<file path="src/rtl/sample_pack_pkg.sv">
package sample_pack_pkg;

    typedef enum logic [0:0] {
        ST_EMPTY   = 1'b0,
        ST_PARTIAL = 1'b1
    } fill_state_e;

endpackage

</file>
<file path="src/rtl/sp_compact.sv">
module sp_compact #(
    parameter int NUM_CH   = 4,
    parameter int SAMPLE_W = 16,
    localparam int WORD_W  = NUM_CH * SAMPLE_W,
    localparam int CNT_W   = $clog2(NUM_CH) + 1
) (
    input  logic [NUM_CH-1:0] en,
    input  logic [WORD_W-1:0] data,
    output logic [WORD_W-1:0] dense,
    output logic [CNT_W-1:0]  count
);

    // Enabled samples are moved down to consecutive low slots, in channel order.
    always_comb begin
        int pos;
        pos   = 0;
        dense = '0;
        for (int i = 0; i < NUM_CH; i++) begin
            if (en[i]) begin
                dense[pos*SAMPLE_W +: SAMPLE_W] = data[i*SAMPLE_W +: SAMPLE_W];
                pos = pos + 1;
            end
        end
        count = CNT_W'(pos);
    end

endmodule

</file>
<file path="src/rtl/sp_accum.sv">
module sp_accum
    import sample_pack_pkg::*;
#(
    parameter int NUM_CH   = 4,
    parameter int SAMPLE_W = 16,
    localparam int WORD_W  = NUM_CH * SAMPLE_W,
    localparam int FILL_W  = $clog2(NUM_CH),
    localparam int CNT_W   = FILL_W + 1
) (
    input  logic              clk,
    input  logic              rst,
    input  logic              beat,
    input  logic [WORD_W-1:0] slots,
    input  logic [CNT_W-1:0]  count,
    output logic              out_wr,
    output logic [WORD_W-1:0] out_data
);

    fill_state_e         state_q, state_d;
    logic [FILL_W-1:0]   fill_q, fill_d, base_fill;
    logic [WORD_W-1:0]   hold_q, hold_d;
    logic [2*WORD_W-1:0] merged;
    logic [CNT_W-1:0]    total;
    logic                wrap;

    // In ST_EMPTY the held contents are ignored completely.
    assign base_fill = (state_q == ST_EMPTY) ? '0 : fill_q;

    // Held samples stay in their slots; new samples go in just above them.
    always_comb begin
        merged = '0;
        for (int j = 0; j < 2*NUM_CH; j++) begin
            if (j < int'(base_fill)) begin
                merged[j*SAMPLE_W +: SAMPLE_W] = hold_q[j*SAMPLE_W +: SAMPLE_W];
            end else if ((j - int'(base_fill)) < NUM_CH) begin
                merged[j*SAMPLE_W +: SAMPLE_W] =
                    slots[(j - int'(base_fill))*SAMPLE_W +: SAMPLE_W];
            end
        end
    end

    assign total = CNT_W'(base_fill) + count;
    assign wrap  = int'(total) >= NUM_CH;

    always_comb begin
        fill_d = fill_q;
        hold_d = hold_q;
        if (beat) begin
            if (wrap) begin
                fill_d = FILL_W'(int'(total) - NUM_CH);
                hold_d = merged[2*WORD_W-1:WORD_W];
            end else begin
                fill_d = FILL_W'(total);
                hold_d = merged[WORD_W-1:0];
            end
        end
    end

    // Next-state logic
    always_comb begin
        state_d = state_q;
        unique case (state_q)
            ST_EMPTY:   if (beat && fill_d != '0) state_d = ST_PARTIAL; // T_START
            ST_PARTIAL: if (beat && fill_d == '0) state_d = ST_EMPTY;   // T_ALIGN
            default:    state_d = ST_EMPTY;
        endcase
    end

    // State register
    always_ff @(posedge clk) begin
        if (rst) state_q <= ST_EMPTY;
        else     state_q <= state_d;
    end

    // Buffer and fill count
    always_ff @(posedge clk) begin
        if (rst) begin
            fill_q <= '0;
            hold_q <= '0;
        end else begin
            fill_q <= fill_d;
            hold_q <= hold_d;
        end
    end

    // Output process
    always_ff @(posedge clk) begin
        if (rst) begin
            out_wr   <= 1'b0;
            out_data <= '0;
        end else begin
            out_wr <= beat && wrap;
            if (beat && wrap) out_data <= merged[WORD_W-1:0];
        end
    end

    AST_IDLE_NO_EMIT: assert property (@(posedge clk) disable iff (rst)
        !beat |=> !out_wr);
    AST_IDLE_HOLD: assert property (@(posedge clk) disable iff (rst)
        !beat |=> ($stable(fill_q) && $stable(hold_q)));
    AST_MASKED_OUT: assert property (@(posedge clk) disable iff (rst)
        (beat && count == '0) |=> (!out_wr && $stable(fill_q)));
    AST_EMIT_AFTER_BEAT: assert property (@(posedge clk) disable iff (rst)
        out_wr |-> $past(beat));
    AST_FULL_EVERY_BEAT: assert property (@(posedge clk) disable iff (rst)
        (beat && int'(count) == NUM_CH) |=> out_wr);
    AST_RESET_QUIET: assert property (@(posedge clk)
        rst |=> (!out_wr && fill_q == '0));
    AST_STATE_TRACKS_FILL: assert property (@(posedge clk) disable iff (rst)
        (state_q == ST_EMPTY) == (fill_q == '0));

endmodule

</file>
<file path="src/rtl/sample_packer.sv">
module sample_packer #(
    parameter int NUM_CH   = 4,
    parameter int SAMPLE_W = 16,
    localparam int WORD_W  = NUM_CH * SAMPLE_W,
    localparam int CNT_W   = $clog2(NUM_CH) + 1
) (
    input  logic              clk,
    input  logic              rst,
    input  logic              in_wr,
    input  logic [NUM_CH-1:0] in_en,
    input  logic [WORD_W-1:0] in_data,
    output logic              out_wr,
    output logic [WORD_W-1:0] out_data
);

    generate
        if (NUM_CH < 2 || NUM_CH > 64 || (NUM_CH & (NUM_CH - 1)) != 0) begin : g_bad_cfg
            $error("sample_packer: NUM_CH must be a power of two from 2 to 64");
        end
    endgenerate

    logic [WORD_W-1:0] dense;
    logic [CNT_W-1:0]  count;

    sp_compact #(
        .NUM_CH   (NUM_CH),
        .SAMPLE_W (SAMPLE_W)
    ) u_compact (
        .en    (in_en),
        .data  (in_data),
        .dense (dense),
        .count (count)
    );

    sp_accum #(
        .NUM_CH   (NUM_CH),
        .SAMPLE_W (SAMPLE_W)
    ) u_accum (
        .clk      (clk),
        .rst      (rst),
        .beat     (in_wr),
        .slots    (dense),
        .count    (count),
        .out_wr   (out_wr),
        .out_data (out_data)
    );

endmodule

</file>
<file path="config.mk">
export PLATFORM = sky130hd
export DESIGN_NAME = sample_packer
export DESIGN_NICKNAME = d
export VERILOG_FILES = /design/src/rtl/sample_pack_pkg.sv /design/src/rtl/sp_compact.sv /design/src/rtl/sp_accum.sv /design/src/rtl/sample_packer.sv
export SDC_FILE = /design/constraint.sdc
export NUM_CORES = 1
export LEC_CHECK = 0
export BUFFER_PORTS_ARGS = -buffer_cell sky130_fd_sc_hd__buf_2
export CORE_ASPECT_RATIO = 1.1
export CORE_MARGIN = 2
export CORE_UTILIZATION = 51
export CTS_CLUSTER_DIAMETER = 40
export DETAILED_ROUTE_END_ITERATION = 12
export GPL_TIMING_DRIVEN = 0
export PLACE_DENSITY = 0.77
export SETUP_SLACK_MARGIN = 0.3
export SYNTH_ARGS = -nofsm -noshare
export SYNTH_HDL_FRONTEND = slang
export SYNTH_SLANG_ARGS = --single-unit
</file>
<file path="constraint.sdc">
create_clock -name clk -period 4.8 [get_ports clk]
set_input_delay 0.96 -clock clk [delete_from_list [all_inputs] [get_ports clk]]
set_output_delay 0.96 -clock clk [all_outputs]
set_load 0.05 [all_outputs]
</file>
==> PnR_summary.wiki, run 1 <==
{| class="wikitable"
! Metric !! Value
|-
| Status || finished clean
|-
| Largest stage delay on the critical path || around 620 ps
|-
| Maximum Capacitance Violations || 0
|-
| Number of cells on the worst reg-to-reg path || 12
|-
| Crit-path cells || buf_2 -> buf_6 -> clkbuf_16 -> inv_1 -> fa_2 -> ha_4 -> nand2b_4 -> buf_6 -> clkbuf_8 -> o21a_1 -> fa_2 -> xor3_2 -> buf_8 -> o211a_2 -> clkbuf_4 -> a221oi_1 -> a311oi_1
|-
| Most used DFF post-synth || sky130_fd_sc_hd__dfxtp_1
|-
| R2r endpoint || u_accum.hold_q[9]
|-
| Total die area || between 0.015 and 0.02 sq mm
|-
| Buffer and inverter count on the worst path || 8
|-
| Final net count || 1,146
|-
| Sort of element at the start of the critical path || input pin
|-
| Fill cell instance count of the final layout || between 1k and 1.5k
|-
| Post-DP HPWL || 23,500 um
|-
| Minimum setup slack in the final design || around 350 ps
|-
| # diodes || 0
|-
| Die Ht || 132 um
|-
| # H-tree levels || 4
|-
| Count of vias placed by the detailed router || between 9k and 10k
|-
| Residual antenna-violating net count after detailed routing || 0
|-
| Nature of the critical path endpoint || register
|-
| Clock period minus final worst setup slack || 4450 ps
|-
| Drt via density || roughly 7.4
|-
| Minimum setup slack after placement || -487 ps
|-
| Global-route congestion overflow total || 0
|-
| NetSw || roughly 1.2 mW
|-
| Hold Slack || roughly 500 ps
|-
| Sink of the worst hold path || u_accum.out_data[29]
|-
| Overall power || about 3.4 mW
|-
| Maximum net fanout on the critical path || 10
|-
| Std-Cell Core Area || ~0.014 sq mm
|-
| Rows || between 40 and 50
|-
| Compound-gate portion of the synthesized area || 0.399
|-
| Combinational family with the most area after synthesis || compound AO/OA/AOI/OAI gates
|-
| Final setup fails || 0
|-
| Count of non-filler cells in the finished layout || about 1.3k
|-
| Clock latency on the worst-skew pair || 430 ps
|-
| Async SR Flop Fraction || 0
|-
| CP max-delay cell || sky130_fd_sc_hd__fa_2
|-
| Worst path arrival time || 4770 ps
|-
| Root buffer selected by CTS || sky130_fd_sc_hd__clkbuf_16
|-
| Worst clock skew on the final layout || roughly 6.2 ps
|-
| Worst max-slew margin expressed relative to the limit || 0.439
|-
| First-pass iteration count of the detailed router || 9
|-
| Fraction of synthesized cell area in xor and xnor cells || 0.00662
|-
| Sequential cell fraction of total power || 0.317
|-
| First-pass GRT wire length || 48,900 um
|-
| Number of sinks driven by the clock tree || roughly 120
|-
| Post-synthesis share of cell area spent on full adders, half adders and majority gates || 0.0219
|-
| Worst R2R Setup Slack || roughly 950 ps
|-
| Cells after Synth || 902
|-
| Total GRT Usage || 0.399
|-
| Num CTS Buffers || 17
|-
| Number of primary I/O pins || ~140
|-
| Worst hold path class || reg2reg
|-
| Maximum operating frequency || approximately 220 MHz
|-
| Source of the worst hold timing path || u_accum.out_data[29]
|-
| Number of antenna violations at the first check in global routing || 0
|-
| Warning count from the yosys run || 0
|-
| RSZ-0062 raised after global routing || true
|-
| Transition at the pin with the smallest max-transition slack || roughly 840 ps
|-
| Hold Violations, Final || 0
|-
| Count of routing violations after the opening detailed-route iteration || around 1.4k
|-
| Yosys reg bits || roughly 120
|-
| Maximum root-to-sink buffer count || 2
|-
| Initial Util || 0.523
|-
| Final standard cell utilization of the core || 0.659
|-
| Switching power share of the total || 0.348
|-
| Clock-pin slew on the worst setup and hold paths || roughly 60 ps
|-
| Post-synth design cell area || about 0.0076 sq mm
|-
| Required time worst endpoint || 5120 ps
|-
| Area of all placed cells without fillers || approximately 0.0095 sq mm
|-
| Total wire length || between 30,000 and 40,000 um
|-
| Gate power share || 0.292
|-
| Register area share after synthesis || 0.307
|-
| Last weighted congestion value of the routability-driven placer || approximately 1.1
|-
| TritonCTS clock tree || built
|-
| Kind of cell with the highest combined delay on the critical path || buffers and inverters
|-
| FF/Latch Area || around 0.0023 sq mm
|-
| EDFF count, synth || 0
|-
| DRC viols || 0
|-
| Wire per inst || 26.0 um
|-
| Fraction of synthesized area in multiplexers || 0.00265
|-
| Share of cells above drive strength 1 || 0.257
|-
| Final total negative setup slack || 0 ps
|-
| Die span in x || 120 um
|-
| Number of placed cells counting well taps || 1,226
|-
| Synth Area in Simple Gates || 0.198
|-
| Post-Syn Area per Cell || between 8 and 9 sq um
|-
| Hold Path Cell Cnt || 2
|-
| Multi-input logic area || ~0.0050 sq mm
|-
| Placed instance area || 0.00853 sq mm
|-
| Maximum number of pins on one net before global-route repair || 17
|-
| Power per cell area || between 300 and 400 mW/mm^2
|-
| Number of pins with negative max-slew slack in the final report || 0
|-
| PortBufs || 132
|-
| Kind of critical path || in2reg
|-
| Post-Syn Nets || between 900 and 1k
|-
| Post-route clock period utilization || 0.926
|-
| Number of global-route vias before repair || 8,721
|-
| Share of total power in the clock network || 0.391
|-
| Signed area change from the synthesized netlist to the final layout || 26.1%
|-
| Yosys cell types || 54
|-
| Total internal power || roughly 2.2 mW
|-
| Worst-case vdd ir drop || approximately 0.24 mV
|-
| Static Leak || roughly 3.6 nW
|}
==> state kept, by name, indices dropped and copies added (netlist names), named ones only <==
register          cells
u_accum.hold_q       48
u_accum.out_wr        1
u_accum.fill_q        2
u_accum.out_data     64
==> layout make-up <==
cell class	instances	share of cell area
Inverter	10	0.00394
Clock inverter	8	0.0130
Sequential cell	116	0.244
Timing Repair Buffer	142	0.0799
Clock buffer	24	0.0506
Tap cell	192	0.0252
Multi-Input combinational cell	669	0.522
Buffer	107	0.0617
==> synth_stat cells (all sizes together), types with 3 or more instances <==
library cell	instances	area share
a211oi	49	0.058
a21o	16	0.016
a21oi	64	0.042
a221oi	48	0.056
a22oi	32	0.032
a311o	33	0.044
a311oi	16	0.019
a32oi	32	0.037
buf	31	0.022
clkbuf	76	0.038
clkinv	3	0.0015
dfxtp	116	0.31
ha	10	0.017
inv	7	0.0035
nand2	11	0.0058
nand2b	18	0.015
nand3	20	0.014
nand3b	64	0.064
nor2	90	0.045
nor3	52	0.034
nor3b	3	0.0043
o21ai	20	0.016
o221ai	48	0.056
o41ai	16	0.019
or2	3	0.0025
==> power by group through the flow <==
stage                     sequential (mW)  combinational, mW  clock (mW)
after floorplan                      1.20              0.485           0
after global placement               1.09              0.865           0
after detailed placement             1.09              0.873           0
after CTS                            1.07              0.926        1.31
after global routing                 1.08               1.03        1.36
final                                1.07              0.987        1.32
==> worst max-delay path by stage <==
stage | cells past startpoint | slack (ps) | to | startpoint
2_1_floorplan | 17 | 410 | u_accum.out_data[50] | in_en[1]
3_3_place_gp | 18 | -390 | u_accum.out_data[44] | in_en[0]
3_5_place_dp | 18 | -490 | u_accum.out_data[41] | in_en[0]
6_report | 17 | 350 | u_accum.hold_q[21] | in_en[1]
5_1_grt | 17 | 270 | u_accum.out_data[4] | in_en[1]
4_1_cts | 17 | 280 | u_accum.out_data[4] | in_en[1]
==> tightest hold or removal path: stages (launching register included) <==
cell	delay [ps]
sky130_fd_sc_hd__dfxtp_1	310
sky130_fd_sc_hd__nand3b_1	70
sky130_fd_sc_hd__o41ai_1	60
==> timing repair <==
item / CTS / global route
buffers inserted: 6 / 3
resized for setup: 49 / 25
pin swaps: 3 / 3
setup endpoints to repair: 93 / 101
hold buffers: 0 / 0
gates cloned: 1 / 0
==> kinds of logic (layout without fill, tap and decap cells) <==
| family | count (synthesis) | count (layout) |
|---|---|---|
| simple gates | 272 | 272 |
| buf+inv | 117 | 291 |
| xor+xnor | 4 | 4 |
| fa+ha+maj | 12 | 12 |
| mux | 2 | 2 |
| flops | 116 | 116 |
| compound gates | 379 | 379 |
==> placed cells by master (no fill, tap or decap), types with 7 or more instances in the layout <==
cell type / n
sky130_fd_sc_hd__a32oi_1: 32
sky130_fd_sc_hd__nor3_1: 51
sky130_fd_sc_hd__inv_1: 7
sky130_fd_sc_hd__o221ai_1: 47
sky130_fd_sc_hd__buf_2: 148
sky130_fd_sc_hd__buf_4: 17
sky130_fd_sc_hd__ha_1: 8
sky130_fd_sc_hd__a221oi_2: 19
sky130_fd_sc_hd__a21o_1: 16
sky130_fd_sc_hd__o41ai_1: 16
sky130_fd_sc_hd__clkbuf_2: 8
sky130_fd_sc_hd__clkbuf_16: 18
sky130_fd_sc_hd__clkbuf_1: 63
sky130_fd_sc_hd__dfxtp_1: 116
sky130_fd_sc_hd__a21oi_1: 63
sky130_fd_sc_hd__a211oi_2: 14
sky130_fd_sc_hd__nand3_1: 18
sky130_fd_sc_hd__a221oi_1: 29
sky130_fd_sc_hd__o21ai_0: 16
sky130_fd_sc_hd__a311o_1: 33
sky130_fd_sc_hd__a22oi_1: 32
sky130_fd_sc_hd__nand2b_1: 17
sky130_fd_sc_hd__a211oi_1: 35
sky130_fd_sc_hd__nand2_1: 9
sky130_fd_sc_hd__nand3b_1: 64
sky130_fd_sc_hd__nor2_1: 87
sky130_fd_sc_hd__a311oi_1: 16
==> metal layers <==
layer  share of wire  GRT usage  vias up  routed length [um]
li1                -          -     3975                   -
met1            0.36      0.482     4333               11900
met2            0.45      0.635      849               14800
met3            0.12     0.0959      210                3920
met4           0.072      0.244        0                2380
met5               0          0        -                   0
(Power assumes the default switching activity.)
==> inputs of run 2 (changes only) <==
==> constraint.sdc (replaced) <==
create_clock -name clk -period 4.8 [get_ports clk]
set_input_delay 0.24 -clock clk [delete_from_list [all_inputs] [get_ports clk]]
set_output_delay 0.24 -clock clk [all_outputs]
set_load 0.05 [all_outputs]
==> run 2 against run 1 <==
Compared with the run above: sequential cell count did not move; critical path type unchanged; wire length fell by 3.7%; maximum frequency rose by 2.1%.
==> PnR_summary.wiki, run 2 (synthesis gave the netlist of run 1 again) <==
{| class="wikitable"
! Metric !! Value
|-
| Maximum number of pins on one net before global-route repair || 17 (unchanged)
|-
| Transition at the pin with the smallest max-transition slack || 846 ps (+9.53 ps)
|-
| Number of cells on the worst reg-to-reg path || 12 (unchanged)
|-
| TritonCTS clock tree || built
|-
| RSZ-0062 raised after global routing || false
|-
| Total wire length || 31,800 um (-3.7%)
|-
| DRC viols || 0 (unchanged)
|-
| Hold bufs inserted after CTS || 0 (unchanged)
|-
| Clock latency on the worst-skew pair || 420 ps (about the same)
|-
| Hold Slack || 165 ps (-323 ps)
|-
| Number of pins with negative max-slew slack in the final report || 0 (unchanged)
|-
| Maximum net fanout on the critical path || 10 (unchanged)
|-
| Root buffer selected by CTS || sky130_fd_sc_hd__clkbuf_16
|-
| Worst path arrival time || 4690 ps (-80 ps)
|-
| Number of antenna violations at the first check in global routing || 0 (unchanged)
|-
| Final setup fails || 0 (unchanged)
|-
| Static Leak || 3.47 nW (-4.5%)
|-
| Commonest non-fill, non-tap cell in the layout || sky130_fd_sc_hd__buf_2
|-
| # diodes || 0 (unchanged)
|-
| First-pass GRT wire length || 48,300 um (-1.3%)
|-
| Total die area || 0.0158 sq mm (unchanged)
|-
| Wire per inst || 25.1 um (-3.4%)
|-
| Most frequent cells in the layout || sky130_fd_sc_hd__buf_2, sky130_fd_sc_hd__dfxtp_1, sky130_fd_sc_hd__nor2_1
|-
| Count of vias placed by the detailed router || 9,128 (-2.6%)
|-
| Maximum root-to-sink buffer count || 2 (unchanged)
|-
| R2r endpoint || u_accum.hold_q[42]
|-
| Rows || 46 (unchanged)
|-
| Drt via density || 7.22 (-2.2%)
|-
| Last weighted congestion value of the routability-driven placer || 1.05 (-0.59%)
|-
| Die Ht || 132 um (unchanged)
|-
| Sink of the worst hold path || u_accum.hold_q[26]
|-
| Final net count || 1,142 (-0.35%)
|-
| Final total negative setup slack || 0 ps (unchanged)
|-
| Residual antenna-violating net count after detailed routing || 0 (unchanged)
|-
| Nature of the critical path endpoint || register
|-
| Worst R2R Setup Slack || 880 ps (-70 ps)
|-
| Number of primary I/O pins || 136 (unchanged)
|-
| Worst hold path class || in2reg
|-
| Share of cells above drive strength 1 || 0.227 (-0.0308)
|-
| Initial Util || 0.523 (unchanged)
|-
| Maximum operating frequency || 230 MHz (+2.1%)
|-
| Number of global-route vias before repair || 8,600 (-1.4%)
|-
| Die span in x || 120 um (unchanged)
|-
| Source of the worst hold timing path || in_data[42]
|-
| Num CTS Buffers || 17 (unchanged)
|-
| Total GRT Usage || 0.394 (-0.00454)
|-
| Post-DP HPWL || 23,600 um (+0.30%)
|-
| Largest reg by FF count || u_accum.out_data
|-
| PortBufs || 132 (unchanged)
|-
| Maximum Capacitance Violations || 0 (unchanged)
|-
| First-pass iteration count of the detailed router || 6 (-3)
|-
| Worst clock skew on the final layout || 7.49 ps (+1.33 ps)
|-
| Registers with the most flip-flops || u_accum.out_data (64), u_accum.hold_q (48), u_accum.fill_q (2)
|-
| Global-route congestion overflow total || 0 (unchanged)
|-
| Kind of critical path || in2reg
|-
| Fill cell instance count of the final layout || 1,276 (+4.8%)
|-
| Signed area change from the synthesized netlist to the final layout || 21.7%
|-
| Power per cell area || 359 mW/mm^2 (+1.2%)
|-
| Clock-pin slew on the worst setup and hold paths || 60 ps (about the same)
|-
| Number of sinks driven by the clock tree || 116 (unchanged)
|-
| Count of routing violations after the opening detailed-route iteration || 1,237 (-8.4%)
|-
| Hold Violations, Final || 0 (unchanged)
|-
| Hold Path Cell Cnt || 3 (+1)
|-
| Largest register FFs || 64 (unchanged)
|-
| Worst max-slew margin expressed relative to the limit || 0.436 (-0.00299)
|-
| Required time worst endpoint || 5140 ps (+20 ps)
|-
| Post-route clock period utilization || 0.907 (-0.0195)
|-
| Std-Cell Core Area || 0.0144 sq mm (unchanged)
|-
| Status || finished clean
|-
| Worst-case vdd ir drop || 0.265 mV (+8.4%)
|-
| Sort of element at the start of the critical path || input pin
|-
| # H-tree levels || 4 (unchanged)
|-
| Clock period minus final worst setup slack || 4350 ps (-93.4 ps)
|}
==> run 2: routing by layer <==
layer | global-route usage | share of wire | vias to the layer above
li1 | - | - | 3973
met1 | 0.472 | 0.36 | 4266
met2 | 0.630 | 0.46 | 703
met3 | 0.0938 | 0.11 | 186
met4 | 0.250 | 0.071 | 0
met5 | 0 | 0 | -
==> run 2: repair_timing <==
item,in CTS,in global routing
gates resized for setup,17,23
pin swaps,0,2
endpoints found under the setup margin,113,85
buffers inserted,0,6
==> run 2: area by class of cell <==
class | count | area, sq um | area share
clock buffers | 20 | 457 | 0.0496
inverters | 10 | 37.5 | 0.00408
clock inverters | 12 | 155 | 0.0169
flip-flops and latches | 116 | 2320 | 0.252
well taps | 192 | 240 | 0.0261
plain buffers | 107 | 497 | 0.0540
repair buffers | 138 | 706 | 0.0767
multi-input cells | 669 | 4790 | 0.520
==> run 2: per-stage QoR <==
stage	std cells	worst slack [ps]	cell area [sq um]	total power, mW	utilization
floorplan	902	424	7560	1.67	-
global placement	1226	-978	8460	1.94	0.585
detailed placement	1226	-1040	8460	1.95	0.585
CTS	1258	322	9110	3.25	0.631
global route	1264	285	9200	3.40	0.637
finish	1264	447	9200	3.31	0.637
==> run 2: critical path, stage by stage <==
cell and delay (ps):
sky130_fd_sc_hd__buf_2 100, sky130_fd_sc_hd__clkbuf_4 200, sky130_fd_sc_hd__buf_6 160, sky130_fd_sc_hd__inv_1 90, sky130_fd_sc_hd__fa_2 630, sky130_fd_sc_hd__ha_1 290, sky130_fd_sc_hd__nand2b_1 220, sky130_fd_sc_hd__clkbuf_4 230
sky130_fd_sc_hd__buf_2 220, sky130_fd_sc_hd__o21a_1 150, sky130_fd_sc_hd__fa_1 390, sky130_fd_sc_hd__xor3_1 410, sky130_fd_sc_hd__buf_6 210, sky130_fd_sc_hd__nand2_4 150, sky130_fd_sc_hd__or3_1 340, sky130_fd_sc_hd__buf_2 190
sky130_fd_sc_hd__buf_2 240, sky130_fd_sc_hd__o221ai_1 220
==> run 2: worst max path at each step <==
stage / start / to / slack (ps) / cells past startpoint
floorplan: in_en[1] / u_accum.out_data[43] / 420 / 16
global placement: in_en[1] / u_accum.out_data[41] / -980 / 19
detailed placement: in_en[1] / u_accum.out_data[44] / -1040 / 19
CTS: in_en[1] / u_accum.hold_q[19] / 320 / 18
global route: in_en[1] / u_accum.out_data[61] / 280 / 18
finish: in_en[1] / u_accum.out_data[55] / 450 / 18
==> run 2: where the power goes <==
group          switching [mW]  internal [mW]
logic                   0.636          0.283
registers              0.0416           1.03
clock network           0.473          0.842
total                    1.15           2.16
==> inputs of run 3 (changes only) <==
- PLACE_DENSITY: 0.77 -> not set
- PLACE_DENSITY_LB_ADDON: not set -> 0.1
==> run 3 against run 2 <==
Compared with the run above: setup slack better by 64 ps; final area is 0.34% higher; via count is 0.78% lower; wire length is 1.2% higher; sequential cell count stayed put; clock skew is 1.5 ps lower; non-clock buffer count is 3 lower; register-to-register slack worse by 20 ps; hold slack worse by 22 ps; sequential power hardly changed; die area stayed put; sequential share of layout area is 0.086 points lower.
==> PnR_summary.wiki, run 3 (synthesis gave the netlist of run 1 again) <==
{| class="wikitable"
! Metric !! Value
|-
| Commonest non-fill, non-tap cell in the layout || sky130_fd_sc_hd__buf_2
|-
| Wire per inst || 25.5 um (+1.3%)
|-
| R2r endpoint || u_accum.hold_q[8]
|-
| Number of antenna violations at the first check in global routing || 0 (unchanged)
|-
| PortBufs || 132 (unchanged)
|-
| Static Leak || 3.52 nW (+1.3%)
|-
| Source of the worst hold timing path || in_data[40]
|-
| Total die area || 0.0158 sq mm (unchanged)
|-
| Maximum Capacitance Violations || 0 (unchanged)
|-
| Post-route clock period utilization || 0.894 (-0.0133)
|-
| Maximum operating frequency || 233 MHz (+1.5%)
|-
| Worst hold path class || in2reg
|-
| Final net count || 1,139 (-0.26%)
|-
| Std-Cell Core Area || 0.0144 sq mm (unchanged)
|-
| Initial Util || 0.523 (unchanged)
|-
| Minimum setup slack after placement || -1120 ps (-80.8 ps)
|-
| Kind of critical path || in2reg
|-
| Die Ht || 132 um (unchanged)
|-
| Minimum setup slack in the final design || 511 ps (+63.7 ps)
|-
| Number of placed cells counting well taps || 1,226 (unchanged)
|-
| Registers with the most flip-flops || u_accum.out_data (64), u_accum.hold_q (48), u_accum.fill_q (2)
|-
| Drt via density || 7.18 (-0.62%)
|-
| Die span in x || 120 um (unchanged)
|-
| Gate power share || 0.271 (-0.007)
|-
| First-pass iteration count of the detailed router || 5 (-1)
|-
| Post-DP HPWL || 23,600 um (about the same)
|-
| Power per cell area || 368 mW/mm^2 (+2.4%)
|-
| Number of sinks driven by the clock tree || 116 (unchanged)
|-
| Count of vias placed by the detailed router || 9,057 (-0.78%)
|-
| Last weighted congestion value of the routability-driven placer || 1.02 (-2.9%)
|-
| Number of global-route vias before repair || 8,610 (+0.12%)
|-
| Share of total power in the clock network || 0.413 (+0.015)
|-
| Fill cell instance count of the final layout || 1,295 (+1.5%)
|-
| Rows || 46 (unchanged)
|-
| RSZ-0062 raised after global routing || false
|-
| Worst max-slew margin expressed relative to the limit || 0.427 (-0.00845)
|-
| Status || finished clean
|-
| Clock latency on the worst-skew pair || 430 ps (about the same)
|-
| Maximum number of pins on one net before global-route repair || 17 (unchanged)
|-
| Clock period minus final worst setup slack || 4290 ps (-63.7 ps)
|-
| Number of primary I/O pins || 136 (unchanged)
|-
| Total internal power || 2.23 mW (+3.2%)
|-
| Most frequent cells in the layout || sky130_fd_sc_hd__buf_2, sky130_fd_sc_hd__dfxtp_1, sky130_fd_sc_hd__nor2_1
|-
| Transition at the pin with the smallest max-transition slack || 854 ps (+7.52 ps)
|-
| Worst path arrival time || 4630 ps (-60 ps)
|-
| Sink of the worst hold path || u_accum.hold_q[24]
|-
| Count of routing violations after the opening detailed-route iteration || 1,307 (+5.7%)
|-
| Required time worst endpoint || 5140 ps (about the same)
|-
| Num CTS Buffers || 17 (unchanged)
|-
| Count of non-filler cells in the finished layout || 1,262 (-0.16%)
|-
| # H-tree levels || 4 (unchanged)
|-
| DRC viols || 0 (unchanged)
|-
| Maximum root-to-sink buffer count || 2 (unchanged)
|-
| Total GRT Usage || 0.399 (+0.00479)
|-
| Clock-pin slew on the worst setup and hold paths || 60 ps (about the same)
|-
| Residual antenna-violating net count after detailed routing || 0 (unchanged)
|-
| Worst clock skew on the final layout || 6.01 ps (-1.48 ps)
|-
| Root buffer selected by CTS || sky130_fd_sc_hd__clkbuf_16
|-
| TritonCTS clock tree || built
|-
| Hold Path Cell Cnt || 3 (unchanged)
|-
| Maximum net fanout on the critical path || 11 (+1)
|-
| Total wire length || 32,100 um (+1.2%)
|-
| Share of cells above drive strength 1 || 0.225 (-0.00123)
|-
| First-pass GRT wire length || 48,900 um (+1.4%)
|-
| Final setup fails || 0 (unchanged)
|-
| Global-route congestion overflow total || 0 (unchanged)
|-
| Nature of the critical path endpoint || register
|-
| Switching power share of the total || 0.345 (-0.00325)
|-
| Worst-case vdd ir drop || 0.204 mV (-23%)
|-
| Largest register FFs || 64 (unchanged)
|-
| NetSw || 1.17 mW (+1.8%)
|-
| Sort of element at the start of the critical path || input pin
|-
| Worst R2R Setup Slack || 860 ps (-20 ps)
|-
| Sequential cell fraction of total power || 0.316 (-0.008)
|-
| Hold Violations, Final || 0 (unchanged)
|-
| Number of cells on the worst reg-to-reg path || 11 (-1)
|-
| Number of pins with negative max-slew slack in the final report || 0 (unchanged)
|-
| Largest reg by FF count || u_accum.out_data
|-
| Signed area change from the synthesized netlist to the final layout || 22.2%
|}
[run 3: changes by cell type in the layout (fill, tap and decap cells not counted), sizes merged]
cell,previous run,this run
clkbuf,98,101
clkinvlp,5,1
diode,0,1
buf,167,162
inv,7,9
bufinv,3,4
[run 3: worst max-delay path by stage]
stage / from / end / slack (ps) / cells after the start
2_1_floorplan: in_en[1] / u_accum.out_data[43] / 420 / 16
6_report: in_en[1] / u_accum.out_data[50] / 510 / 20
3_5_place_dp: in_en[1] / u_accum.out_data[39] / -1120 / 19
4_1_cts: in_en[1] / u_accum.out_data[57] / 310 / 18
5_1_grt: in_en[1] / u_accum.out_data[53] / 320 / 20
3_3_place_gp: in_en[1] / u_accum.out_data[40] / -1090 / 19
[run 3: per-stage QoR]
step	util	TNS (ps)	total power [mW]	cell area, sq um	hold slack (ps)
after floorplan	-	0	1.67	7560	413
after global placement	0.585	-70780	1.94	8460	469
after detailed placement	0.585	-75530	1.95	8460	470
after CTS	0.635	0	3.34	9170	139
after global routing	0.639	0	3.49	9230	160
final	0.639	0	3.40	9230	143
[run 3: cell type report]
class                      count  area, sq um  share of cell area
buffer                       107          507              0.0549
multi-input combinational    669         4800               0.520
inverter                      10         37.5             0.00407
antenna                        1         2.50            0.000271
timing repair buffer         135          683              0.0740
clock buffer                  21          470              0.0510
sequential                   116         2320               0.252
clock inverter                11          173              0.0187
tap                          192          240              0.0260
[run 3: power by group through the flow]
| stage | sequential, mW | combinational, mW | clock, mW |
|---|---|---|---|
| 2_1_floorplan | 1.20 | 0.472 | 0 |
| 3_3_place_gp | 1.09 | 0.854 | 0 |
| 3_5_place_dp | 1.09 | 0.859 | 0 |
| 4_1_cts | 1.07 | 0.875 | 1.40 |
| 5_1_grt | 1.08 | 0.966 | 1.44 |
| 6_report | 1.07 | 0.919 | 1.40 |
[run 3: repair_timing]
action,4_1_cts,5_1_grt
resized for setup,22,24
pin swaps,1,2
setup endpoints to repair,113,88
buffers inserted,1,2
hold buffers,0,0
[run 3: layer usage]
layer  track usage  vias to the layer above  share of wire
li1              -                     3973              -
met1         0.487                     4192           0.37
met2         0.639                      728           0.46
met3        0.0911                      164           0.11
met4         0.233                        0          0.061
met5             0                        -              0
[run 3: worst max-delay path: stages]
cell and delay [ps]:
sky130_fd_sc_hd__buf_2 110, sky130_fd_sc_hd__clkbuf_4 220, sky130_fd_sc_hd__buf_6 170, sky130_fd_sc_hd__inv_1 90
sky130_fd_sc_hd__ha_1 270, sky130_fd_sc_hd__o21ai_2 230, sky130_fd_sc_hd__inv_1 70, sky130_fd_sc_hd__ha_1 360
sky130_fd_sc_hd__nand2b_4 180, sky130_fd_sc_hd__buf_4 190, sky130_fd_sc_hd__clkbuf_4 220, sky130_fd_sc_hd__o21a_1 150
sky130_fd_sc_hd__fa_1 410, sky130_fd_sc_hd__xor3_1 420, sky130_fd_sc_hd__buf_8 190, sky130_fd_sc_hd__nand2_4 150
sky130_fd_sc_hd__or3_1 340, sky130_fd_sc_hd__buf_2 170, sky130_fd_sc_hd__buf_2 210, sky130_fd_sc_hd__o221ai_1 220
